<file path="src/rtl/dmacnt_pkg.sv">
package dmacnt_pkg;
  typedef struct packed {
    logic loadCount;
    logic decCount;
    logic reloadCount;
    logic setIrq;
  } cntStrobes_t;
endpackage

</file>
<file path="src/rtl/dmacnt_datapath.sv">
module dmacnt_datapath
  import dmacnt_pkg::*;
#(
  parameter int BYTE_W = 8,
  localparam int COUNT_W = 2 * BYTE_W
) (
  input  logic               clk,
  input  logic               rstN,
  input  logic               baseLoWe,
  input  logic [BYTE_W-1:0]  wrData,
  input  cntStrobes_t        strobes,
  output logic [COUNT_W-1:0] curCount,
  output logic               countZero
);
  logic [BYTE_W-1:0] baseLo;
  logic [BYTE_W-1:0] baseHi;

  always_ff @(posedge clk) begin
    if (!rstN) begin
      baseLo   <= '0;
      baseHi   <= '0;
      curCount <= '0;
    end else begin
      if (baseLoWe) baseLo <= wrData;
      if (strobes.loadCount) begin
        baseHi   <= wrData;
        curCount <= {wrData, baseLo};
      end else if (strobes.reloadCount) begin
        curCount <= {baseHi, baseLo};
      end else if (strobes.decCount) begin
        curCount <= curCount - 1'b1;
      end
    end
  end

  assign countZero = (curCount == '0);

  AST_LOAD_FROM_BYTES: assert property (@(posedge clk) disable iff (!rstN)
    strobes.loadCount |=> curCount == {$past(wrData), $past(baseLo)});
  AST_HOLD_WHEN_IDLE: assert property (@(posedge clk) disable iff (!rstN)
    !(strobes.loadCount || strobes.reloadCount || strobes.decCount) |=> $stable(curCount));
  AST_STEP_DOWN: assert property (@(posedge clk) disable iff (!rstN)
    strobes.decCount |=> curCount == $past(curCount) - 1'b1);
  AST_RELOAD_BASE: assert property (@(posedge clk) disable iff (!rstN)
    strobes.reloadCount |=> curCount == {baseHi, baseLo});
endmodule

</file>
<file path="src/rtl/dmacnt_ctrl.sv">
module dmacnt_ctrl
  import dmacnt_pkg::*;
(
  input  logic        clk,
  input  logic        rstN,
  input  logic        baseHiWe,
  input  logic        ctrlWe,
  input  logic        ctrlEnIn,
  input  logic        ctrlPioIn,
  input  logic        modeChgEn,
  input  logic        sampleDone,
  input  logic        irqClr,
  input  logic        countZero,
  output cntStrobes_t strobes,
  output logic        dmaActive,
  output logic        irqFlag
);
  logic enableBit;
  logic pioSel;
  logic activeSample;
  logic terminal;

  assign dmaActive    = enableBit && !pioSel;
  assign activeSample = sampleDone && dmaActive;
  assign terminal     = activeSample && countZero;

  always_comb begin
    strobes             = '0;
    strobes.loadCount   = baseHiWe;
    strobes.reloadCount = terminal && !baseHiWe;
    strobes.decCount    = activeSample && !countZero && !baseHiWe;
    strobes.setIrq      = terminal;
  end

  always_ff @(posedge clk) begin
    if (!rstN) begin
      enableBit <= 1'b0;
      pioSel    <= 1'b0;
      irqFlag   <= 1'b0;
    end else begin
      if (ctrlWe) begin
        enableBit <= ctrlEnIn;
        if (modeChgEn) pioSel <= ctrlPioIn;
      end
      if (strobes.setIrq)  irqFlag <= 1'b1;
      else if (irqClr)     irqFlag <= 1'b0;
    end
  end

  AST_PIO_LOCKED: assert property (@(posedge clk) disable iff (!rstN)
    !modeChgEn |=> $stable(pioSel));
  AST_IRQ_STICKY: assert property (@(posedge clk) disable iff (!rstN)
    irqFlag && !irqClr |=> irqFlag);
  AST_TERMINAL_IRQ: assert property (@(posedge clk) disable iff (!rstN)
    sampleDone && dmaActive && countZero |=> irqFlag);
  AST_STROBE_EXCL: assert property (@(posedge clk) disable iff (!rstN)
    $onehot0({strobes.loadCount, strobes.reloadCount, strobes.decCount}));
endmodule

</file>
<file path="src/rtl/dma_sample_counter.sv">
module dma_sample_counter
  import dmacnt_pkg::*;
#(
  parameter int BYTE_W = 8,
  localparam int COUNT_W = 2 * BYTE_W
) (
  input  logic               clk,
  input  logic               rstN,
  input  logic [BYTE_W-1:0]  wrData,
  input  logic               baseLoWe,
  input  logic               baseHiWe,
  input  logic               ctrlWe,
  input  logic               ctrlEnIn,
  input  logic               ctrlPioIn,
  input  logic               modeChgEn,
  input  logic               sampleDone,
  input  logic               irqClr,
  output logic [COUNT_W-1:0] curCount,
  output logic               dmaActive,
  output logic               irqFlag
);
  cntStrobes_t strobes;
  logic        countZero;

  dmacnt_ctrl ctrl_i (
    .clk(clk), .rstN(rstN), .baseHiWe(baseHiWe), .ctrlWe(ctrlWe),
    .ctrlEnIn(ctrlEnIn), .ctrlPioIn(ctrlPioIn), .modeChgEn(modeChgEn),
    .sampleDone(sampleDone), .irqClr(irqClr), .countZero(countZero),
    .strobes(strobes), .dmaActive(dmaActive), .irqFlag(irqFlag)
  );

  dmacnt_datapath #(.BYTE_W(BYTE_W)) dp_i (
    .clk(clk), .rstN(rstN), .baseLoWe(baseLoWe), .wrData(wrData),
    .strobes(strobes), .curCount(curCount), .countZero(countZero)
  );

  AST_INACTIVE_FREEZE: assert property (@(posedge clk) disable iff (!rstN)
    !dmaActive && !baseHiWe |=> $stable(curCount));
endmodule

</file>
<file path="config.mk">
export PLATFORM = sky130hd
export DESIGN_NAME = dma_sample_counter
export DESIGN_NICKNAME = d
export VERILOG_FILES = /design/src/rtl/dmacnt_pkg.sv /design/src/rtl/dmacnt_datapath.sv /design/src/rtl/dmacnt_ctrl.sv /design/src/rtl/dma_sample_counter.sv
export SDC_FILE = /design/constraint.sdc
export NUM_CORES = 1
export LEC_CHECK = 0
export ABC_AREA = 0
export BUFFER_PORTS_ARGS = -buffer_cell sky130_fd_sc_hd__buf_2
export CAP_MARGIN = 10
export CELL_PAD_IN_SITES_DETAIL_PLACEMENT = 0
export CELL_PAD_IN_SITES_GLOBAL_PLACEMENT = 1
export CORE_AREA = 4 4 71 73
export DETAILED_ROUTE_END_ITERATION = 8
export DIE_AREA = 0 0 75 77
export PLACE_DENSITY = 0.78
export SYNTH_ARGS = -nofsm -noshare
export SYNTH_HDL_FRONTEND = slang
export SYNTH_SLANG_ARGS = --single-unit
</file>
<file path="constraint.sdc">
create_clock -name clk -period 3.4 [get_ports clk]
set_clock_uncertainty 0.2 [all_clocks]
set_input_delay 0.34 -clock clk [delete_from_list [all_inputs] [get_ports clk]]
set_output_delay 0.34 -clock clk [all_outputs]
set_load 0.01 [all_outputs]
</file>
==> insert_results.sql <==
INSERT INTO impl_metrics (metric_group, metric, value, unit) VALUES
('status', 'run_status', 'completed', ''),
('sta', 'final_report_max_slew_violation_count', '0', ''),
('worst_setup_path', 'worstPathArrival', '2.77', 'ns'),
('synthesis', 'syn-mean-instance-area', '8.52', 'µm²'),
('sta', 'layout_min_cycle_time', '2.78', 'ns'),
('routing', 'post-route-drc-count', '0', ''),
('clocking', 'cts_inserted_buffers', '5', ''),
('floorplan', 'die_area', '5780', 'µm²'),
('worst_setup_path', 'r2r_start', 'dp_i.curCount[6]', ''),
('clocking', 'worstSkewPairLatency', '0.28', 'ns'),
('synthesis', 'post_synth_num_cell_types', '50', ''),
('synthesis', 'synthesis.yosys.warnings', '0', ''),
('routing', 'routed_wire_length_per_instance', '16.2', 'µm'),
('synthesis', 'synth_top_cell_area_share', '40.7', '%'),
('clocking', 'clock-root-buffer', 'clkbuf_8', ''),
('synthesis', 'synth.cell_area', '1720', 'µm²'),
('routing', 'postRouteWirelength', '4660', 'µm'),
('placed_design', 'port_buffers', '35', ''),
('cells_and_area', 'number_of_inserted_diodes', '0', ''),
('cells_and_area', 'layout-drive-gt1-share', '22.0', '%'),
('pwr', 'p_sw_share', '28.1', '%'),
('synthesis', 'synth_compound_gate_area_share', '17.6', '%'),
('synthesis', 'netlist_instances', '202', ''),
('floorplan', 'rows', '24', ''),
('routing', 'drt_pre_antenna_iters', '4', ''),
('cells_and_area', 'area_delta_synth_final', '17.9', '%'),
('clocking', 'tritoncts', 'yes', ''),
('sta', 'worst_slew_margin_rel', '57.6', '%'),
('pwr', 'post-layout-total-power', '0.965', 'mW'),
('sta', 'tightest_slew', '0.633', 'ns'),
('floorplan', 'die-height', '77', 'µm'),
('synthesis', 'postSynth.asyncResetShare', '0', '%'),
('sta', 'report.final.hold_viol_count', '0', ''),
('synthesis', 'xor_xnor_fraction_of_synth_area', '1.02', '%'),
('clocking', 'clk_transition_reported_paths', '0.07', 'ns'),
('global_route', 'grt_remaining_overflow', '0', ''),
('global_route', 'grt_max_degree', '20', ''),
('pwr', 'seq_power_share', '47.8', '%'),
('pwr', 'power.share.clock', '34.0', '%'),
('synthesis', 'synthSimpleGateAreaFrac', '25.7', '%'),
('sta', 'post-route-period-util', '81.9', '%'),
('pwr', 'comb_power_share', '18.2', '%'),
('placed_design', 'numPlacedInstances', '280', ''),
('clocking', 'htree_num_levels', '2', ''),
('routing', 'ant_nets', '0', ''),
('global_route', 'gr-usage-all-layers', '17.7', '%'),
('global_route', 'grt_first_pass_wirelength', '7800', 'µm'),
('pwr', 'switchingPower', '0.271', 'mW'),
('clocking', 'cts_sinks', '35', ''),
('clocking', 'cts_buffer_depth', '2', ''),
('worst_setup_path', 'endpoint_kind', 'flip-flop', ''),
('routing', 'drtIter0Drc', '131', ''),
('job', 'maxCapViolCount', '0', ''),
('worst_setup_path', 'reg2reg_depth', '5', ''),
('sta', 'clock.fmax', '359', 'MHz'),
('synthesis', 'mappedNetlistNets', '221', ''),
('synthesis', 'synthMostInstantiatedCell', 'dfxtp_1', ''),
('floorplan', 'die-width', '75', 'µm'),
('worst_setup_path', 'worst-r2r-setup-slack', '0.62', 'ns'),
('synthesis', 'multiplexer_share_of_the_synthesized_area', '9.96', '%'),
('synthesis', 'synth-edff-count', '0', ''),
('cells_and_area', 'layoutNonFillerInstCount', '288', ''),
('sta', 'final-setup-viol-count', '0', ''),
('synthesis', 'synth-seq-cells', '35', ''),
('synthesis', 'synthAdderAreaFrac', '0.727', '%'),
('worst_setup_path', 'worstSetupPathType', 'flip-flop to flip-flop', ''),
('synthesis', 'synth-seq-area-share', '40.7', '%'),
('global_route', 'first_global_vias', '1537', ''),
('synthesis', 'synth_ff_type', 'dfxtp_1', ''),
('clocking', 'cts_setup_buffers', '0', ''),
('worst_setup_path', 'worstSetupEndpoint', 'dp_i.curCount[9]', '');
==> kinds of logic after synthesis <==
kind of cell	count (synthesis)
AOI/OAI and AO/OA	45
xor gates and xnor gates	2
adders and majority gates	1
buffers and inverters	17
DFF	35
muxes	17
and+or+nand+nor	85
==> placed cells by master, fill, tap and decap left out, drive strengths merged, types with 2 or more instances in the layout <==
cell / instances
dfxtp: 35
o211a: 2
o22ai: 2
and3: 2
mux2i: 16
o311ai: 3
nor2: 24
nand3b: 2
nand2: 19
inv: 4
clkbuf: 8
a31oi: 2
nand3: 13
buf: 38
o31ai: 2
or4: 4
nand4: 3
a32o: 2
or3: 3
a21oi: 13
nor3: 5
o21ai: 9
nor4: 3
==> sequential cells by signal, summed over array words and instances (netlist names) <==
name	cells
dp_i.baseHi	8
ctrl_i.irqFlag	1
dp_i.baseLo	8
dp_i.curCount	16
ctrl_i.enableBit	1
ctrl_i.pioSel	1
==> layout make-up <==
class                   instances  area, µm²
fillers                       453       2330
multi-input cells             150        946
flip-flops and latches         35        701
repair buffers                 38        198
clock buffers                   8        100
well taps                      52       65.1
inverters                       5       18.8
==> worst min-delay path by stage <==
stage | end | slack (ns) | cells past startpoint
after global placement | dp_i.baseHi[1] | 0.26 | 2
after CTS | ctrl_i.enableBit | 0.09 | 3
after floorplan | dp_i.baseHi[7] | 0.24 | 2
after detailed placement | dp_i.baseHi[7] | 0.26 | 2
after global routing | dp_i.baseLo[4] | 0.12 | 3
final | ctrl_i.enableBit | 0.09 | 3
==> critical path: stages, from the launching register on <==
cell     delay (ns)
dfxtp_1        0.37
or4_1          0.70
nor4b_4        0.57
and2_0         0.43
o21ai_0        0.16
a31o_2         0.26
==> per-stage QoR <==
stage	setup WS [ns]	instance area, µm²
2_1_floorplan	0.870	1720
3_3_place_gp	0.690	1930
3_5_place_dp	0.618	1930
4_1_cts	0.607	2030
5_1_grt	0.403	2030
6_report	0.617	2030
==> power groups by stage <==
stage	logic, mW	registers [mW]	clock network [mW]
after floorplan	0.116	0.470	0
after global placement	0.175	0.470	0
after detailed placement	0.174	0.470	0
after CTS	0.175	0.461	0.340
after global routing	0.195	0.465	0.357
final	0.175	0.461	0.328
==> layer usage <==
layer	track usage (%)	share of wire, %	up-vias
li1	-	-	805
met1	24.1	48	714
met2	27.4	45	35
met3	3.66	5.7	5
met4	5.87	1.1	0
met5	0	0	-
No activity file was read; power rests on OpenSTA's default activity.
